===== src/rtl/cbr_pkg.sv =====
`timescale 1ns/1ps
package cbr_pkg;

    localparam int BYTE_W   = 8;
    localparam int REG_W    = 16;
    localparam int ADDR_W   = 4;
    localparam int NUM_REGS = 16;

    typedef enum logic [2:0] {
        S_IDLE,
        S_CTRL,
        S_WR_HI,
        S_WR_LO,
        S_RD_HI,
        S_RD_LO,
        S_REFUSE
    } st_e;

    typedef struct packed {
        logic              is_cmd;
        logic              rsvd_bad;
        logic [ADDR_W-1:0] addr;
        logic              rd;
        logic [6:0]        payload;
    } ctl_t;

    function automatic ctl_t decode_ctl(input logic [BYTE_W-1:0] b);
        ctl_t c;
        c.is_cmd   = b[7];
        c.rsvd_bad = b[6] | b[1];
        c.addr     = b[5:2];
        c.rd       = b[0];
        c.payload  = b[6:0];
        return c;
    endfunction

    function automatic int count_class(input logic [NUM_REGS-1:0] map, input logic cls);
        int n;
        n = 0;
        for (int i = 0; i < NUM_REGS; i++) begin
            if (map[i] == cls) n++;
        end
        return n;
    endfunction

    // Position of an address among the addresses sharing its access class.
    function automatic int class_index(input logic [NUM_REGS-1:0] map,
                                       input logic [ADDR_W-1:0] a);
        int n;
        n = 0;
        for (int i = 0; i < NUM_REGS; i++) begin
            if (i < int'(a) && map[i] == map[a]) n++;
        end
        return n;
    endfunction

    function automatic int idx_width(input int n);
        return (n > 1) ? $clog2(n) : 1;
    endfunction

endpackage


===== src/rtl/cbr_decode.sv =====
`timescale 1ns/1ps
module cbr_decode
    import cbr_pkg::*;
#(
    parameter logic [NUM_REGS-1:0] RW_MAP = 16'hA00F
)(
    input  logic [BYTE_W-1:0] byte_i,
    output ctl_t              ctl_o,
    output logic              writable_o
);

    always_comb begin
        ctl_o      = decode_ctl(byte_i);
        writable_o = RW_MAP[ctl_o.addr];
    end

endmodule


===== src/rtl/cbr_regbank.sv =====
`timescale 1ns/1ps
module cbr_regbank
    import cbr_pkg::*;
#(
    parameter logic [NUM_REGS-1:0] RW_MAP = 16'hA00F,
    localparam int NUM_WR = count_class(RW_MAP, 1'b1),
    localparam int NUM_RO = NUM_REGS - NUM_WR
)(
    input  logic                         clk,
    input  logic                         rst,
    input  logic                         we_i,
    input  logic [ADDR_W-1:0]            waddr_i,
    input  logic [REG_W-1:0]             wdata_i,
    input  logic [ADDR_W-1:0]            raddr_i,
    input  logic [NUM_RO-1:0][REG_W-1:0] meas_i,
    output logic [REG_W-1:0]             rdata_o,
    output logic [NUM_WR-1:0][REG_W-1:0] cfg_o
);

    localparam int WI_W = idx_width(NUM_WR);
    localparam int RI_W = idx_width(NUM_RO);

    logic [NUM_WR-1:0][REG_W-1:0] store_q;
    logic [WI_W-1:0]              wslot;
    logic [WI_W-1:0]              rslot_w;
    logic [RI_W-1:0]              rslot_r;

    always_comb begin
        wslot   = WI_W'(class_index(RW_MAP, waddr_i));
        rslot_w = WI_W'(class_index(RW_MAP, raddr_i));
        rslot_r = RI_W'(class_index(RW_MAP, raddr_i));
    end

    for (genvar g = 0; g < NUM_WR; g++) begin : g_slot
        always_ff @(posedge clk) begin
            if (rst) begin
                store_q[g] <= '0;
            end else if (we_i && RW_MAP[waddr_i] && wslot == WI_W'(g)) begin
                store_q[g] <= wdata_i;
            end
        end
    end

    always_comb begin
        if (RW_MAP[raddr_i]) rdata_o = store_q[rslot_w];
        else                 rdata_o = meas_i[rslot_r];
    end

    assign cfg_o = store_q;

endmodule


===== src/rtl/cbr_target.sv =====
`timescale 1ns/1ps
module cbr_target
    import cbr_pkg::*;
#(
    parameter logic [NUM_REGS-1:0] RW_MAP = 16'hA00F,
    localparam int NUM_WR = count_class(RW_MAP, 1'b1),
    localparam int NUM_RO = NUM_REGS - NUM_WR
)(
    input  logic                         clk,
    input  logic                         rst,
    input  logic                         bus_start_i,
    input  logic                         bus_stop_i,
    input  logic                         addr_hit_i,
    input  logic                         rx_valid_i,
    input  logic [BYTE_W-1:0]            rx_data_i,
    output logic                         ack_valid_o,
    output logic                         ack_o,
    input  logic                         tx_req_i,
    output logic                         tx_valid_o,
    output logic [BYTE_W-1:0]            tx_data_o,
    output logic                         cmd_stb_o,
    output logic [6:0]                   cmd_o,
    input  logic [NUM_RO-1:0][REG_W-1:0] meas_i,
    output logic [NUM_WR-1:0][REG_W-1:0] cfg_o
);

    st_e               st_q;
    logic [ADDR_W-1:0] tgt_q;
    logic [BYTE_W-1:0] hi_q;
    logic [REG_W-1:0]  snap_q;

    ctl_t              ctl;
    logic              ctl_wr_ok;
    logic [REG_W-1:0]  rdata;
    logic              bus_evt;
    logic              commit;

    cbr_decode #(.RW_MAP(RW_MAP)) u_dec (
        .byte_i     (rx_data_i),
        .ctl_o      (ctl),
        .writable_o (ctl_wr_ok)
    );

    assign bus_evt = bus_stop_i | bus_start_i | addr_hit_i;
    assign commit  = rx_valid_i && !bus_evt && st_q == S_WR_LO;

    cbr_regbank #(.RW_MAP(RW_MAP)) u_bank (
        .clk     (clk),
        .rst     (rst),
        .we_i    (commit),
        .waddr_i (tgt_q),
        .wdata_i ({hi_q, rx_data_i}),
        .raddr_i (ctl.addr),
        .meas_i  (meas_i),
        .rdata_o (rdata),
        .cfg_o   (cfg_o)
    );

    always_ff @(posedge clk) begin
        if (rst) begin
            st_q        <= S_IDLE;
            tgt_q       <= '0;
            hi_q        <= '0;
            snap_q      <= '0;
            ack_valid_o <= 1'b0;
            ack_o       <= 1'b0;
            tx_valid_o  <= 1'b0;
            tx_data_o   <= '0;
            cmd_stb_o   <= 1'b0;
            cmd_o       <= '0;
        end else begin
            ack_valid_o <= 1'b0;
            tx_valid_o  <= 1'b0;
            cmd_stb_o   <= 1'b0;
            if (bus_stop_i) begin
                st_q <= S_IDLE;
            end else if (bus_start_i) begin
                if (st_q != S_REFUSE) st_q <= S_IDLE;
            end else if (addr_hit_i) begin
                if (st_q != S_REFUSE) st_q <= S_CTRL;
            end else if (rx_valid_i) begin
                ack_valid_o <= 1'b1;
                ack_o       <= 1'b0;
                unique case (st_q)
                    S_CTRL: begin
                        if (ctl.is_cmd) begin
                            ack_o     <= 1'b1;
                            cmd_stb_o <= 1'b1;
                            cmd_o     <= ctl.payload;
                        end else if (ctl.rsvd_bad) begin
                            st_q <= S_REFUSE;
                        end else if (ctl.rd) begin
                            ack_o  <= 1'b1;
                            snap_q <= rdata;
                            st_q   <= S_RD_HI;
                        end else if (ctl_wr_ok) begin
                            ack_o <= 1'b1;
                            tgt_q <= ctl.addr;
                            st_q  <= S_WR_HI;
                        end else begin
                            st_q <= S_REFUSE;
                        end
                    end
                    S_WR_HI: begin
                        ack_o <= 1'b1;
                        hi_q  <= rx_data_i;
                        st_q  <= S_WR_LO;
                    end
                    S_WR_LO: begin
                        ack_o <= 1'b1;
                        st_q  <= S_CTRL;
                    end
                    default: begin
                        ack_o <= 1'b0;
                    end
                endcase
            end else if (tx_req_i) begin
                tx_valid_o <= 1'b1;
                unique case (st_q)
                    S_RD_HI: begin
                        tx_data_o <= snap_q[REG_W-1:BYTE_W];
                        st_q      <= S_RD_LO;
                    end
                    S_RD_LO: begin
                        tx_data_o <= snap_q[BYTE_W-1:0];
                        st_q      <= S_CTRL;
                    end
                    default: begin
                        tx_data_o <= '1;
                    end
                endcase
            end
        end
    end

endmodule


===== config.mk =====
export PLATFORM = sky130hd
export DESIGN_NAME = cbr_target
export DESIGN_NICKNAME = d
export VERILOG_FILES = /design/src/rtl/cbr_pkg.sv /design/src/rtl/cbr_decode.sv /design/src/rtl/cbr_regbank.sv /design/src/rtl/cbr_target.sv
export SDC_FILE = /design/constraint.sdc
export NUM_CORES = 1
export LEC_CHECK = 0
export BUFFER_PORTS_ARGS = -buffer_cell sky130_fd_sc_hd__buf_2
export CAP_MARGIN = 20
export CORE_UTILIZATION = 30
export CTS_CLUSTER_SIZE = 30
export DETAILED_ROUTE_END_ITERATION = 10
export PLACE_DENSITY = 0.59
export SYNTH_ARGS = -nofsm -noshare
export SYNTH_HDL_FRONTEND = slang
export SYNTH_SLANG_ARGS = --single-unit

===== constraint.sdc =====
create_clock -name clk -period 19.5 [get_ports clk]
set_input_delay 3.9 -clock clk [delete_from_list [all_inputs] [get_ports clk]]
set_output_delay 3.9 -clock clk [all_outputs]
set_load 0.02 [all_outputs]

==> results.md, run 1 <==
- Critical path type: input pin to register
- Setup slack after layout: between 3000 and 4000 ps
- Final Core Density: 0.373
- DP Worst Slack: 2900 ps
- Filler Cells Inserted: about 3,600
- Ys flop type: dfxtp_1
- Multiplexer share of the synthesized area: 0.134
- Synth Area per Inst: roughly 7.3 um^2
- Num CTS Buffers: 17
- CP max stage cell: clkinv_1
- DIE WIDTH: between 150 and 200 um
- TritonCTS clock tree: built
- Top cells by count, synth: 284 x nand2_1, 201 x nor2_1, 147 x dfxtp_1
- Register Area: 2940 um^2
- Die Y-Extent: ~190 um
- Vias: 11,200
- Worst ir drop on vdd: roughly 0.074 mV
- CP Max Fanout: 55
- Status: finished, final reports clean
- Reg-to-Reg Start: tgt_q[2]
- Count leader, synth: nand2_1
- Initial Utilization: 0.304
- DR WL/cell: 20.0 um
- Clk_lat worst skew: about 430 ps
- Initial antenna violation count: 1
- Top cell type's share of synthesized area: 0.290
- All-Layer GR Usage: 0.230
- Worst Tran Pin Value: approximately 1100 ps
- # resized after CTS: 0
- Netlist cell types: 73
- Avg Vias per Cell: 5.40
- Crit. End Element: register
- Clock Pin Slew Worst Setup and Hold Paths: 70 ps
- Post-synth net total: ~1,600
- Design Power: ~1.1 mW
- Worst reg2reg path depth: 50
- Reg2reg setup slack: between 9000 and 10,000 ps
- H-Tree Depth: 4
- Hold Path Class: register to register
- Max-Cap Viols: 0
- Hold_buf cts: 0
- Hpwl dp: between 30 and 40 mm
- Antenna Nets Post-Route: 0
- DRC: 0
- Critical Path AT: about 17,000 ps
- Port bufs: between 200 and 300
- Critical path required time: slightly below 20,000 ps
- FFs w/ async S/R, synth: 0
- Adder-cell share of the synthesized area: 0.0333
- Max_slew headroom: 0.249
- Vias in the first global route: ~9,500
- Final Hold Vio Count: 0
- Netlist Area Pre-Place: ~10,000 um^2
- Setup TNS: 0 ps
- Most Frequent Cell on Critical Path: ha_1
- Synth warn: 0
- Global-route wire length before repair: around 59 mm
- Worst clock skew: about 11 ps
- Delay of the slowest critical-path stage: 1000 ps
- Clk root buf: clkbuf_16
- Layout cells sized above 1: 0.226
- #FFs+latches synth: 147
- Hold Path Origin: snap_q[13]
- Setup Fix Bufs, Post-CTS: 0
- FMAX: ~60 MHz
- DRT iter0 DRCs: ~1,000
- Routed WL: between 40 and 50 mm
- EDFF count, synth: 0
- Minimum clock period: approximately 16,000 ps
- Post-layout net count: ~1,800
- Die Area: roughly 35,000 um^2
- DR pass1 iterations: 6
- RSZ-0062 raised after global routing: no
- Compound-Gate Fraction of Synth Area: 0.171
- Start point of the critical path: rx_data_i[2]
- Final Slew Violations: 0
- # setup viols final: 0
- Largest net degree at the start of global routing: 85
- GPL Wtd Cong: between 0.9 and 1
- P_leak: around 5.9 nW
- Fraction of synthesized cell area in xor and xnor cells: 0.0419
- Hold path depth: 2
- Final period util: 0.840
- Area grow syn2layout: 23.0%
- Footprint of the multi-input gates: about 6700 um^2
- Overflow after GRT: 0
- CTS sink count: roughly 150
- Synth Instances: ~1,400
- # IOs: slightly below 300
- Power density over the cells: ~86 nW/um^2
- Core Area: 33,400 um^2
- Clk buf depth: 2
- Top post-synthesis cells by area: dfxtp_1 29%, mux2i_1 13%, nand2_1 10%, nor2_1 7.4%, nand3_1 4.2%
- Sequential fraction of the synthesis area: 0.290
- Placement Rows: 67
- Post-synth top area cell: dfxtp_1
- Startpoint class of the critical path: input pin
- Simple-Gate Fraction of Synth Area: 0.276
- Main combinational cell family by area after synthesis: simple AND/OR/NAND/NOR gates
==> metrics by stage <==
stage,instance area [um^2],cells,hold slack (ps)
after floorplan,10200,1392,425
after global placement,11800,2036,438
final,12500,2070,455
after CTS,12500,2068,456
after global routing,12500,2070,468
after detailed placement,11800,2036,446
==> kinds of logic (layout without fill, tap and decap cells) <==
family	Yosys count	count (layout)
simple gates	653	653
compound gates	255	255
flops	147	147
mux	134	134
buf+inv	130	359
xor+xnor	46	46
fa+ha+maj	27	27
other cells	0	1
==> per-layer routing <==
| layer | vias to the layer above | track usage | wire (um) |
|---|---|---|---|
| met5 | - | 0 | 0 |
| met4 | 0 | 0.0767 | 1090 |
| met3 | 43 | 0.0395 | 2930 |
| met2 | 460 | 0.353 | 19100 |
| met1 | 5377 | 0.323 | 18400 |
| li1 | 5288 | - | - |
==> flip-flops by register name, indices dropped and copies added, names as in the netlist, 3 cells and up, named ones only <==
| register | flops |
|---|---|
| st_q | 3 |
| snap_q | 16 |
| tx_data_o | 8 |
| tgt_q | 4 |
| u_bank.cfg_o | 96 |
| hi_q | 8 |
| cmd_o | 7 |
==> report_power, final <==
part / switching (mW) / internal [mW]
registers: 0.00108 / 0.301
logic: 0.273 / 0.133
clock network: 0.145 / 0.216
total: 0.419 / 0.650
==> worst max-delay path: cells and delay by family <==
family          cells  cell delay, ps
buf+inv             6            2530
mux                 3             460
fa+ha+maj          12            3910
xor+xnor            1             160
compound gates     15            2670
simple gates       16            3040
==> worst paths after layout <==
check | endpoint
worst max register to register | u_bank.cfg_o[56]
worst min register to register | snap_q[13]
worst max-delay path | snap_q[1]
worst min-delay path | snap_q[13]
==> final cells by class <==
| cell class | instances | area share |
|---|---|---|
| Multi-Input combinational cell | 1115 | 0.536 |
| Antenna cell | 1 | 0.000200 |
| Clock inverter | 14 | 0.0162 |
| Inverter | 22 | 0.00671 |
| Clock buffer | 18 | 0.0344 |
| Timing Repair Buffer | 305 | 0.126 |
| Sequential cell | 147 | 0.236 |
| Tap cell | 448 | 0.0449 |
==> cells in the final DEF (no fill, tap or decap), types with 17 or more instances in the layout <==
| master | netlist | final |
|---|---|---|
| buf_2 | 17 | 288 |
| nand2_1 | 284 | 284 |
| nor2_1 | 201 | 200 |
| dfxtp_1 | 147 | 147 |
| mux2i_1 | 129 | 129 |
| nand3_1 | 85 | 85 |
| a21oi_1 | 57 | 57 |
| o21ai_0 | 50 | 50 |
| xnor2_1 | 28 | 28 |
| ha_1 | 27 | 27 |
| a31oi_1 | 20 | 20 |
| o211ai_1 | 20 | 20 |
| inv_1 | 19 | 19 |
| nor3_1 | 18 | 18 |
| clkbuf_16 | 0 | 17 |
Note: power is estimated with default switching activity, not from simulation.
==> run 2: changes to the inputs <==
--- a/config.mk
+++ b/config.mk
@@ -10,7 +10,7 @@
 export CORE_UTILIZATION = 30
 export CTS_CLUSTER_SIZE = 30
 export DETAILED_ROUTE_END_ITERATION = 10
-export PLACE_DENSITY = 0.59
+export PLACE_DENSITY = 0.61
 export SYNTH_ARGS = -nofsm -noshare
 export SYNTH_HDL_FRONTEND = slang
 export SYNTH_SLANG_ARGS = --single-unit
==> constraint.sdc (replaced) <==
create_clock -name clk -period 14.97 [get_ports clk]
set_input_delay 2.994 -clock clk [delete_from_list [all_inputs] [get_ports clk]]
set_output_delay 2.994 -clock clk [all_outputs]
set_load 0.02 [all_outputs]
==> run 2 against run 1 <==
  * Combinational power is 36% higher
  * Power is 30% higher
  * Setup slack worse by 1700 ps
  * Critical path depth stayed put
  * Non-clock buffer count is 7 higher
  * Die area stayed put
  * Via count is 0.93% lower
  * Sequential cell count stayed put
  * Largest cell class unchanged
  * Largest power group unchanged
==> results.md, run 2 (synthesis results as in run 1) <==
- RSZ-0062 raised after global routing: no
- Antenna Nets Post-Route: 0 (unchanged)
- Register Area: 2940 um^2 (unchanged)
- # resized after CTS: 0 (unchanged)
- DRC: 0 (unchanged)
- Hold Path Origin: snap_q[13]
- Start point of the critical path: rx_data_i[2]
- Crit. End Element: register
- Final Core Density: 0.374 (+0.00105)
- Final Slew Violations: 0 (unchanged)
- Placement Rows: 67 (unchanged)
- Final Hold Vio Count: 0 (unchanged)
- Critical path type: input pin to register
- DR pass1 iterations: 6 (unchanged)
- Clk root buf: clkbuf_16
- H-Tree Depth: 4 (unchanged)
- Max-Cap Viols: 0 (unchanged)
- Footprint of the multi-input gates: 6700 um^2 (+0.13%)
- Max_slew headroom: 0.244 (-0.00523)
- P_leak: 5.92 nW (+0.63%)
- Worst ir drop on vdd: 0.0796 mV (+7.1%)
- Avg Vias per Cell: 5.33 (-1.3%)
- Core Area: 33,400 um^2 (unchanged)
- Layout cells sized above 1: 0.230 (+0.00394)
- Delay of the slowest critical-path stage: 450 ps (-550 ps)
- TritonCTS clock tree: built
- Overflow after GRT: 0 (unchanged)
- Vias in the first global route: 9,705 (+1.7%)
- CTS sink count: 147 (unchanged)
- Final period util: 0.904
- Design Power: 1.39 mW (+30%)
- CP Max Fanout: 36 (-35%)
- # setup viols final: 0 (unchanged)
- Critical Path AT: 13,920 ps (-2830 ps)
- Global-route wire length before repair: 58.7 mm (-1.1%)
- DR WL/cell: 19.4 um (-3.0%)
- Initial Utilization: 0.304 (unchanged)
- Die Area: 34,600 um^2 (unchanged)
- Reg-to-Reg Start: tgt_q[0]
- Worst reg2reg path depth: 50 (unchanged)
- # IOs: 290 (unchanged)
- DRT iter0 DRCs: 1,333 (+31%)
- Hold path depth: 2 (unchanged)
- Minimum clock period: 13,530 ps
- Status: finished, final reports clean
- CP max stage cell: nand2_1
- Vias: 11,100 (-0.93%)
- Hold_buf cts: 0 (unchanged)
- Worst clock skew: 16.2 ps (+5.67 ps)
- Commonest cells after routing, fill and taps aside: 288 x buf_2, 284 x nand2_1, 200 x nor2_1, 147 x dfxtp_1, 129 x mux2i_1
- Routed WL: 40.4 mm (-2.6%)
- Setup TNS: 0 ps (unchanged)
- GPL Wtd Cong: 0.924 (-2.9%)
- Critical path required time: 15,360 ps (-4520 ps)
- Initial antenna violation count: 1 (unchanged)
- Clock Pin Slew Worst Setup and Hold Paths: 70 ps (about the same)
- Area grow syn2layout: 23.3%
- Hpwl dp: 30.4 mm (-3.0%)
- FMAX: between 70 and 80 MHz
- Largest net degree at the start of global routing: 73 (-14%)
- Clk_lat worst skew: 440 ps (about the same)
- Filler Cells Inserted: 3,550 (-0.59%)
- Most Frequent Cell on Critical Path: ha_1
- Setup Fix Bufs, Post-CTS: 0 (unchanged)
- All-Layer GR Usage: 0.226 (-0.00429)
- Post-layout net count: 1,817 (+0.39%)
- Largest register FFs: 96 (unchanged)
- Startpoint class of the critical path: input pin
- Power density over the cells: 111 nW/um^2 (+29%)
- Commonest non-fill, non-tap cell in the layout: buf_2
- Num CTS Buffers: 17 (unchanged)
- Port bufs: 289 (unchanged)
- Worst Tran Pin Value: 1130 ps (+3.67 ps)
- Clk buf depth: 2 (unchanged)
- DIE WIDTH: 186 um (unchanged)
- Die Y-Extent: 186 um (unchanged)
- Hold Path Class: register to register
## run 2: where the power goes
group	leakage, nW	internal [mW]	total (mW)	switching (mW)
Clock	0.296	0.250	0.443	0.192
Combinational	4.44	0.181	0.550	0.369
Sequential	1.18	0.392	0.393	0.00134
## run 2: area by class of cell
| cell class | count | area share |
|---|---|---|
| Clock inverter | 15 | 0.0137 |
| Timing Repair Buffer | 312 | 0.130 |
| Clock buffer | 17 | 0.0340 |
| Inverter | 22 | 0.00669 |
| Sequential cell | 147 | 0.235 |
| Multi-Input combinational cell | 1115 | 0.535 |
| Antenna cell | 1 | 0.000200 |
| Tap cell | 448 | 0.0448 |
## run 2: worst paths after layout
kind                      end  slack [ps]
max                 snap_q[1]        1440
min                snap_q[13]         450
max reg2reg  u_bank.cfg_o[52]        4810
min reg2reg        snap_q[13]         450
## run 2: metal layers
metal  vias to the layer above  wire (um)  global-route usage
li1                       5292          -                   -
met1                      5210      17700               0.313
met2                       510      18400               0.348
met3                        52       3150              0.0391
met4                         0       1140              0.0823
met5                         -          0                   0
## run 2: worst max-delay path, delay by kind of cell
family	cells	cell delay (ps)
xor gates and xnor gates	1	150
AOI/OAI and AO/OA	15	2790
and+or+nand+nor	16	2580
muxes	3	510
adders and majority gates	12	3460
buffers and inverters	6	1400
## run 2: per-stage QoR
stage               area (um^2)  std cells  worst slack (ps)  hold slack, ps
finish                    12500       2077              1440             453
global placement          11900       2044              1270             434
detailed placement        11900       2044              1120             444
CTS                       12500       2076              1540             454
floorplan                 10200       1392              1730             425
global route              12500       2077               612             462
